### src/rtl/uart_rx_pkg.sv
package uart_rx_pkg;

    typedef enum logic [2:0] {
        ST_HUNT  = 3'd0,
        ST_IDLE  = 3'd1,
        ST_START = 3'd2,
        ST_DATA  = 3'd3,
        ST_PAR   = 3'd4,
        ST_STOP  = 3'd5
    } rx_state_e;

    localparam int unsigned MIN_BITS = 5;

endpackage

### src/rtl/urx_sync.sv
module urx_sync #(
    parameter int unsigned STAGES = 2
) (
    input  logic clk,
    input  logic rst_n,
    input  logic din,
    output logic dout
);
    typedef struct packed {
        logic [STAGES-1:0] pipe;
    } sync_t;

    sync_t s_d, s_q;

    always_comb begin
        s_d = s_q;
        s_d.pipe = {s_q.pipe[STAGES-2:0], din};
    end

    always_ff @(posedge clk or negedge rst_n) begin
        if (!rst_n) s_q <= '{pipe: '1};
        else        s_q <= s_d;
    end

    assign dout = s_q.pipe[STAGES-1];
endmodule

### src/rtl/urx_parity.sv
module urx_parity #(
    parameter int unsigned W = 8
) (
    input  logic [W-1:0] bits,
    input  logic         pbit,
    input  logic         odd_mode,
    output logic         mismatch
);
    logic ones_odd;
    always_comb begin
        ones_odd = ^bits ^ pbit;
        mismatch = (ones_odd != odd_mode);
    end
endmodule

### src/rtl/urx_ctrl.sv
module urx_ctrl
    import uart_rx_pkg::*;
#(
    parameter int unsigned OSR    = 16,
    parameter int unsigned DATA_W = 8
) (
    input  logic              clk,
    input  logic              rst_n,
    input  logic              tick,
    input  logic              line,
    input  logic [1:0]        cfg_len,
    input  logic              cfg_par_en,
    input  logic              cfg_par_odd,
    input  logic              fifo_full,
    output logic              o_valid,
    output logic [DATA_W-1:0] o_data,
    output logic              o_perr,
    output logic              o_ferr,
    output logic              o_brk,
    output logic              o_ovf
);
    localparam int unsigned CNT_W = $clog2(OSR);
    localparam int unsigned IDX_W = $clog2(DATA_W);
    localparam logic [CNT_W-1:0] MID_LAST = CNT_W'(OSR/2 - 1);
    localparam logic [CNT_W-1:0] BIT_LAST = CNT_W'(OSR - 1);

    typedef struct packed {
        rx_state_e         st;
        logic [CNT_W-1:0]  cnt;
        logic [IDX_W-1:0]  idx;
        logic [DATA_W-1:0] shreg;
        logic              pbit;
        logic              valid;
        logic [DATA_W-1:0] data;
        logic              perr;
        logic              ferr;
        logic              brk;
        logic              ovf;
    } ctrl_t;

    ctrl_t s_d, s_q;

    logic [IDX_W:0]    nbits;
    logic [IDX_W:0]    shamt;
    logic [DATA_W-1:0] aligned;
    logic              par_bad;
    logic              at_mid;
    logic              at_bit;

    always_comb begin
        nbits   = (IDX_W+1)'(MIN_BITS) + (IDX_W+1)'(cfg_len);
        shamt   = (IDX_W+1)'(DATA_W) - nbits;
        aligned = s_q.shreg >> shamt;
        at_mid  = (s_q.cnt == MID_LAST);
        at_bit  = (s_q.cnt == BIT_LAST);
    end

    urx_parity #(.W(DATA_W)) u_par (
        .bits     (aligned),
        .pbit     (s_q.pbit),
        .odd_mode (cfg_par_odd),
        .mismatch (par_bad)
    );

    always_comb begin
        logic is_brk;
        s_d       = s_q;
        s_d.valid = 1'b0;
        s_d.ovf   = 1'b0;
        is_brk    = 1'b0;
        if (tick) begin
            unique case (s_q.st)
                ST_HUNT: begin
                    if (line) s_d.st = ST_IDLE;
                end
                ST_IDLE: begin
                    if (!line) begin
                        s_d.st  = ST_START;
                        s_d.cnt = '0;
                    end
                end
                ST_START: begin
                    if (at_mid) begin
                        s_d.cnt = '0;
                        if (!line) begin
                            s_d.st    = ST_DATA;
                            s_d.idx   = '0;
                            s_d.shreg = '0;
                            s_d.pbit  = 1'b0;
                        end else begin
                            s_d.st = ST_IDLE;
                        end
                    end else begin
                        s_d.cnt = s_q.cnt + 1'b1;
                    end
                end
                ST_DATA: begin
                    if (at_bit) begin
                        s_d.cnt   = '0;
                        s_d.shreg = {line, s_q.shreg[DATA_W-1:1]};
                        if ({1'b0, s_q.idx} == nbits - 1'b1)
                            s_d.st = cfg_par_en ? ST_PAR : ST_STOP;
                        else
                            s_d.idx = s_q.idx + 1'b1;
                    end else begin
                        s_d.cnt = s_q.cnt + 1'b1;
                    end
                end
                ST_PAR: begin
                    if (at_bit) begin
                        s_d.cnt  = '0;
                        s_d.pbit = line;
                        s_d.st   = ST_STOP;
                    end else begin
                        s_d.cnt = s_q.cnt + 1'b1;
                    end
                end
                ST_STOP: begin
                    if (at_bit) begin
                        s_d.cnt = '0;
                        is_brk  = !line && (aligned == '0) &&
                                  !(cfg_par_en && s_q.pbit);
                        if (fifo_full) begin
                            s_d.ovf = 1'b1;
                        end else begin
                            s_d.valid = 1'b1;
                            s_d.data  = is_brk ? '0 : aligned;
                            s_d.perr  = cfg_par_en && par_bad && !is_brk;
                            s_d.ferr  = !line;
                            s_d.brk   = is_brk;
                        end
                        s_d.st = line ? ST_IDLE : ST_HUNT;
                    end else begin
                        s_d.cnt = s_q.cnt + 1'b1;
                    end
                end
                default: s_d.st = ST_HUNT;
            endcase
        end
    end

    always_ff @(posedge clk or negedge rst_n) begin
        if (!rst_n) begin
            s_q <= '{st: ST_HUNT, default: '0};
        end else begin
            s_q <= s_d;
        end
    end

    assign o_valid = s_q.valid;
    assign o_data  = s_q.data;
    assign o_perr  = s_q.perr;
    assign o_ferr  = s_q.ferr;
    assign o_brk   = s_q.brk;
    assign o_ovf   = s_q.ovf;
endmodule

### src/rtl/uart_rx_core.sv
module uart_rx_core #(
    parameter int unsigned OSR         = 16,
    parameter int unsigned DATA_W      = 8,
    parameter int unsigned SYNC_STAGES = 2
) (
    input  logic              clk,
    input  logic              rst_n,
    input  logic              baud_tick,
    input  logic              rx_in,
    input  logic [1:0]        cfg_len,
    input  logic              cfg_par_en,
    input  logic              cfg_par_odd,
    input  logic              fifo_full,
    output logic              rx_valid,
    output logic [DATA_W-1:0] rx_data,
    output logic              rx_perr,
    output logic              rx_ferr,
    output logic              rx_brk,
    output logic              rx_ovf
);
    logic line_s;

    urx_sync #(.STAGES(SYNC_STAGES)) u_sync (
        .clk   (clk),
        .rst_n (rst_n),
        .din   (rx_in),
        .dout  (line_s)
    );

    urx_ctrl #(.OSR(OSR), .DATA_W(DATA_W)) u_ctrl (
        .clk         (clk),
        .rst_n       (rst_n),
        .tick        (baud_tick),
        .line        (line_s),
        .cfg_len     (cfg_len),
        .cfg_par_en  (cfg_par_en),
        .cfg_par_odd (cfg_par_odd),
        .fifo_full   (fifo_full),
        .o_valid     (rx_valid),
        .o_data      (rx_data),
        .o_perr      (rx_perr),
        .o_ferr      (rx_ferr),
        .o_brk       (rx_brk),
        .o_ovf       (rx_ovf)
    );
endmodule

### config.mk
export PLATFORM = sky130hd
export DESIGN_NAME = uart_rx_core
export DESIGN_NICKNAME = d
export VERILOG_FILES = /design/src/rtl/uart_rx_pkg.sv /design/src/rtl/urx_sync.sv /design/src/rtl/urx_parity.sv /design/src/rtl/urx_ctrl.sv /design/src/rtl/uart_rx_core.sv
export SDC_FILE = /design/constraint.sdc
export NUM_CORES = 1
export LEC_CHECK = 0
export BUFFER_PORTS_ARGS = -buffer_cell sky130_fd_sc_hd__buf_2
export CAP_MARGIN = 20
export CELL_PAD_IN_SITES_DETAIL_PLACEMENT = 1
export CELL_PAD_IN_SITES_GLOBAL_PLACEMENT = 2
export CORE_ASPECT_RATIO = 1.5
export CORE_MARGIN = 2
export CORE_UTILIZATION = 38
export DETAILED_ROUTE_END_ITERATION = 12
export PLACE_DENSITY_LB_ADDON = 0.1
export SLEW_MARGIN = 20
export SYNTH_ARGS = -nofsm -noshare
export SYNTH_HDL_FRONTEND = slang
export SYNTH_HIERARCHICAL = 1
export SYNTH_SLANG_ARGS = --single-unit
### constraint.sdc
create_clock -name clk -period 2.2 [get_ports clk]
set_input_delay 0.11 -clock clk [delete_from_list [all_inputs] [get_ports clk]]
set_output_delay 0.11 -clock clk [all_outputs]
set_load 0.005 [all_outputs]
Word-level counts from Yosys, hierarchy flattened
Cells that the tools add are included.
{"block": "word_totals", "inputBits": 9, "regBits": 34, "out_inout_bits": 13, "elab_cells": 86}
{"block": "classes", "reduce_logical": 21, "bitwise_logic": 2, "eq_ne": 18, "shift": 1, "mux": 27, "n_addsub": 5}
{"cell": "two-way mux 13 bit", "n": 3}
{"cell": "two-way mux 12 bit", "n": 3}
{"cell": "case mux 11 bit (2 select lines)", "n": 1}
{"cell": "two-way mux 3 bit", "n": 7}
{"cell": "case mux 3 bit (6 select lines)", "n": 1}
{"cell": "case mux 4 bit (3 select lines)", "n": 1}
{"cell": "two-way mux 11 bit", "n": 1}
{"cell": "inequality test 2 x 1 -> 1 bit, second input constant", "n": 5}
{"cell": "AND reduction 5 bit", "n": 2}
{"cell": "zero test 8 bit", "n": 1}
{"cell": "two-way mux 4 bit", "n": 2}
{"cell": "two-way mux 8 bit", "n": 1}
{"cell": "inequality test 2 bit, second input constant", "n": 4}
{"cell": "AND reduction 8 bit", "n": 1}
{"cell": "XOR reduction 8 bit", "n": 1}
{"cell": ">> shifter 8 x 4 -> 8 bit", "n": 1}
{"cell": "two-way mux 7 bit", "n": 1}
{"cell": "equality test 3 x 2 -> 1 bit, second input constant", "n": 2}
{"cell": "equality test 3 bit, second input constant", "n": 2}
{"cell": "AND reduction 6 bit", "n": 1}
{"cell": "logical AND 1 bit", "n": 5}
{"cell": "adder 3 x 2 -> 4 bit, first input constant", "n": 1}
{"cell": "adder 4 x 1 -> 4 bit, second input constant", "n": 1}
{"cell": "equality test 3 x 4 -> 1 bit", "n": 1}
{"cell": "19 further kinds", "n": 25}

Depth between registers and ports, before layout
{"block": "depth", "ltp_word": 12, "mapped_depth": 10, "mapped_depth_nobuf": 9}

By module
Netlist, hierarchy kept.
{"mod": "urx_ctrl", "area_per_inst_um2": 2050.7, "seq_area_each_um2": 800.8, "cells_per_inst": 203, "instances": 1}
{"mod": "urx_parity", "area_per_inst_um2": 91.3, "seq_area_each_um2": 0.0, "cells_per_inst": 8, "instances": 1}
{"mod": "urx_sync", "area_per_inst_um2": 52.6, "seq_area_each_um2": 52.6, "cells_per_inst": 2, "instances": 1}

Least setup slack after synthesis
No wires, ideal clock.
{"block": "synth_timing", "path_type": "input -> register", "start": "input port cfg_len[0]", "end": "register u_ctrl.s_q, in the netlist u_ctrl/o_perr", "stages": 9, "path_buffers": 1, "setup_ps": 82, "arrival_ps": 2135, "path_slack_ps": -17, "required_ps": 2118, "path_cell_list": "ha_1 > buf_2 > mux4_2 > and2_1 > xnor2_2 > xnor3_1 > xnor2_1 > nand3_1 > o22ai_1"}
{"block": "synth_via", "elab_chain_cells": 8, "elab_cells_between_ends": 12, "cone_classes": "add/sub (2); eq/ne (1); shift (1); bitwise (1); reduce/logical (7)"}
{"element": "from (decl)", "line_no": "uart_rx_core.sv:10", "rtl": "input logic [1:0] cfg_len,"}
{"element": "adder 3 x 2 -> 4 bit", "line_no": "urx_ctrl.sv:51", "rtl": "nbits = (IDX_W+1)'(MIN_BITS) + (IDX_W+1)'(cfg_len);"}
{"element": "subtractor 4 bit", "line_no": "urx_ctrl.sv:52", "rtl": "shamt = (IDX_W+1)'(DATA_W) - nbits;"}
{"element": ">> shifter 8 x 4 -> 8 bit", "line_no": "urx_ctrl.sv:53", "rtl": "aligned = s_q.shreg >> shamt;"}
{"element": "via u_ctrl.aligned[2]", "line_no": "urx_ctrl.sv:45", "rtl": "logic [DATA_W-1:0] aligned;"}
{"element": "XOR reduction 8 bit", "line_no": "urx_parity.sv:11", "rtl": "ones_odd = ^bits ^ pbit;"}
{"element": "XOR 1 bit", "line_no": "urx_parity.sv:11"}
{"element": "inequality test 1 bit", "line_no": "urx_parity.sv:12", "rtl": "mismatch = (ones_odd != odd_mode);"}
{"element": "via u_ctrl.par_bad", "line_no": "urx_ctrl.sv:46", "rtl": "logic par_bad;"}
{"element": "logical AND 1 bit (2 in a row)", "line_no": "urx_ctrl.sv:128", "rtl": "s_d.perr = cfg_par_en && par_bad && !is_brk;"}
{"element": "to (signal assigned)", "line_no": "urx_ctrl.sv:144", "rtl": "s_q <= '{st: ST_HUNT, default: '0};"}
{"element": "to (signal assigned)", "line_no": "urx_ctrl.sv:146", "rtl": "s_q <= s_d;"}
{"element": "to (decl)", "line_no": "urx_ctrl.sv:41", "rtl": "ctrl_t s_d, s_q;"}
The timed path passes the listed nets, and every way through them passes these cells.
A chain may end at the register's enable or synchronous reset.

Final worst setup path
{"block": "layout_timing", "start": "register u_ctrl/s_q[19] in the netlist's numbering", "end": "register u_ctrl.s_q, in the netlist u_ctrl/o_perr"}
{"block": "layout_via", "elab_chain_cells": 6, "elab_cells_between_ends": 10, "cone_classes": "eq/ne (1); shift (1); bitwise (1); reduce/logical (7)"}
{"element": ">> shifter 8 x 4 -> 8 bit", "line_no": "urx_ctrl.sv:53"}
{"element": "via u_ctrl.aligned[3]", "line_no": "urx_ctrl.sv:45"}
{"element": "XOR reduction 8 bit", "line_no": "urx_parity.sv:11"}
{"element": "XOR 1 bit", "line_no": "urx_parity.sv:11"}
{"element": "inequality test 1 bit", "line_no": "urx_parity.sv:12"}
{"element": "via u_ctrl.par_bad", "line_no": "urx_ctrl.sv:46"}
{"element": "logical AND 1 bit (2 in a row)", "line_no": "urx_ctrl.sv:128"}
The timed path passes the listed nets, and every way through them passes these cells.

==> impl_metrics.toml <==
[power]
p_leak_nw = 1.19
p_sw_mw = 0.900
powerDensity_nw_per_um2 = 961
power_mw = 2.49
clkPwrFrac_pct = 28.1
swShare_pct = 36.2
pwr-share-comb_pct = 34.3
seq_power_share_pct = 37.6
intPower_mw = 1.59
ir_worst_vdd_uv = 487

[placement]
hpwlAfterDp_um = 4030
gp_congestion = 0.827
port_buffers = 21
postPlaceCellArea_um2 = 2410

[clock_tree]
htreeDepth = 2
clockBufferDepth = 2
insertion_delay_ns = 0.29
cts_tree = "done"
root_buffer = "clkbuf_8"
cts.sink_count = 34
numCtsBuffers = 5
clk_pin_slew_ns = 0.08

[global_route]
grt_pass1_wl_um = 8900
grt_max_degree = 35
grt_overflow = 0
grt_pass1_vias = 1820
grt_antenna_before_repair = 0
grt_use_total_pct = 17.8

[timing]
rsz0062_at_grt = "false"
finalHoldViolations = 0
fmax_ghz = 0.477
whs_ns = 0.0759
finalMaxSlewViolations = 0
fin_crit_ns = 2.10
skew_ns = 0.00810
setup_viol_count_final = 0
fin_crit_sh_pct = 95.3
max_slew_margin_pct = 49.1
tightest_slew_ns = 0.764

[worst_setup_path]
cp.buffers_inverters = 0
crit_chain = "mux4_2 -> and2_1 -> xnor2_2 -> xnor3_1 -> xnor2_1 -> nand3_1 -> o22ai_1"
endpoint_kind = "register"
slowest_stage = "mux4_2"
slowest_delay_ns = 0.49
crit_path_start_kind = "register"
ff2ff_setup_slack_ns = 0.10
arrival_ns = 2.30
cp.required_ns = 2.41
path_delay_family = "XOR/XNOR gates"
crit_fanout = 6
crit_type = "reg -> reg"

[synth]
ys.flop_type = "dfrtp_1"
netlist_instances = 213
synth.yosys.seq_area_share_pct = 38.9
synthTopCellsByArea = "dfrtp_1 36%, mux2_2 6.2%, mux4_2 5.1%, nand2_1 4.1%, o21ai_0 3.9%"
syn_nets = 226
ys_async_sr_fraction_pct = 100
synth-seq-cells = 34
synth_top_area_share_pct = 36.5
synth_edf_count = 0
synthDistinctLibCells = 54
yosysTopAreaCell = "dfrtp_1"
ys_warn_count = 6
synth_area_um2 = 2190
syn_area_per_cell_um2 = 10.3

[routing]
vias = 1714
drcViolationCount = 0
drt.antenna.violating_nets = 0
wl_per_cell_um = 16.5
viasPerCell = 5.39
routed_wl_um = 5250
drt_first_pass_iters = 4
drt_iter0_drc = 31

[layout]
multi_input_area_um2 = 1190
drive_gt1_share_pct = 32.7
nNetsFinal = 260
syn_to_final_growth_pct = 18.0
design_area_um2 = 2590
antenna-diode-count = 0
layout.area.seq_um2 = 855
fillCellCount = 655
finalCoreUtilization_pct = 46.8

[die]
fp.coreArea_um2 = 5530
start_util_pct = 39.7
io_pins = 22
die_h_um = 97.1
die_width_um = 66.1
die_area_um2 = 6410
rows = 33

[run]
drv_cap = 0

[hold_path]
hold_path.class = "in -> reg"

[status]
status = "finished, final reports clean"
-- routing by layer --
metal  track usage, %  part of all wire [%]
met1             20.3                    40
met2             32.7                    57
met3             2.78                   1.8
met4             5.65                   1.2
met5                0                     0
-- repair_timing --
action	CTS	global route
endpoints found under the hold margin	33	0
gates resized for setup	0	1
endpoints found under the setup margin	0	1
hold buffers	2	0
buffers inserted	0	2
-- cell usage in the layout (no fill, tap or decap), types with 4 or more instances in the layout --
cell type / synthesis / routed
nor2_1: 7 / 7
xnor2_1: 7 / 7
dfrtp_1: 32 / 31
ha_1: 4 / 4
nand2b_1: 7 / 7
nand2_1: 24 / 24
buf_2: 5 / 21
and2_1: 6 / 6
clkbuf_8: 0 / 5
mux2_2: 12 / 12
o21ai_0: 17 / 17
nand3_1: 4 / 4
mux4_2: 5 / 5
buf_4: 9 / 22
inv_1: 8 / 8
a21oi_1: 6 / 6
-- synthesized netlist by cell type, drive strengths merged, types with 2 or more instances --
master  number
o41a         2
mux2i        2
nand3b       2
buf         16
o21ai       17
clkbuf       2
nor2b        3
a22o         3
a21oi        6
o22ai        2
xnor2        8
nor3         3
ha           4
nor2         7
nand2b       7
o31ai        2
nand2       24
or3          4
mux4         5
dfstp        2
and3         2
dfrtp       32
a211oi       2
nand4        2
inv          8
nor4         3
mux2        12
nand3        5
and2         7
a221o        2
-- worst paths after layout --
kind	startpoint	depth (start not counted)	to
min in group asynchronous	rst_n	2	u_ctrl/s_q[20]
worst min register to register	u_sync/s_q[0]	0	u_sync/s_q[1]
max in group asynchronous	rst_n	2	u_ctrl/s_q[19]
worst max register to register	u_ctrl/s_q[19]	7	u_ctrl/o_perr
worst max-delay path	u_ctrl/s_q[19]	7	u_ctrl/o_perr
worst min-delay path	fifo_full	3	u_ctrl/o_ovf
-- kinds of logic (layout without fill, tap and decap cells) --
logic type,after synthesis,count (layout),share of synthesized area (%)
flip-flops,34,34,38.9
AO/OA/AOI/OAI,48,48,15.9
XOR/XNOR,10,10,4.96
AND/OR/NAND/NOR,72,72,18.8
buffers and inverters,26,61,6.96
multiplexers,19,19,12.2
adder cells (fa/ha/maj),4,4,2.28
-- flip-flops by register name (all words and copies together), names as in the netlist --
signal and cells:
u_ctrl/s_q 19, u_ctrl/o_ovf 1, u_ctrl/o_data 8, u_sync/s_q 2, u_ctrl/o_brk 1, u_ctrl/o_valid 1, u_ctrl/o_perr 1, u_ctrl/o_ferr 1
-- metrics by stage --
step / setup TNS [ns] / std cells / worst slack [ns]
global route: 0 / 318 / 0.0155
detailed placement: -0.0654 / 306 / -0.0654
finish: 0 / 318 / 0.104
global placement: -0.00704 / 306 / -0.00704
CTS: 0 / 316 / 0.0358
floorplan: 0 / 213 / 0.0267
-- power groups by stage --
stage / clock network (mW) / registers (mW) / logic, mW
2_1_floorplan: 0 / 0.832 / 0.702
3_3_place_gp: 0 / 0.929 / 0.825
3_5_place_dp: 0 / 0.947 / 0.859
4_1_cts: 0.713 / 0.934 / 0.867
5_1_grt: 0.748 / 0.957 / 0.961
6_report: 0.700 / 0.936 / 0.853
-- tightest hold or removal path, delay by kind of cell --
family | cells | cell delay (ns)
buffers and inverters | 2 | 0.17
AND/OR/NAND/NOR | 1 | 0.04
-- layout make-up --
| type | count | share of cell area [%] |
|---|---|---|
| Inverter | 8 | 1.16 |
| Timing Repair Buffer | 45 | 11.2 |
| Tap cell | 70 | 3.38 |
| Multi-Input combinational cell | 153 | 45.9 |
| Clock inverter | 3 | 2.66 |
| Sequential cell | 34 | 33.0 |
| Clock buffer | 5 | 2.66 |
Power figures use the tool's default switching activity.
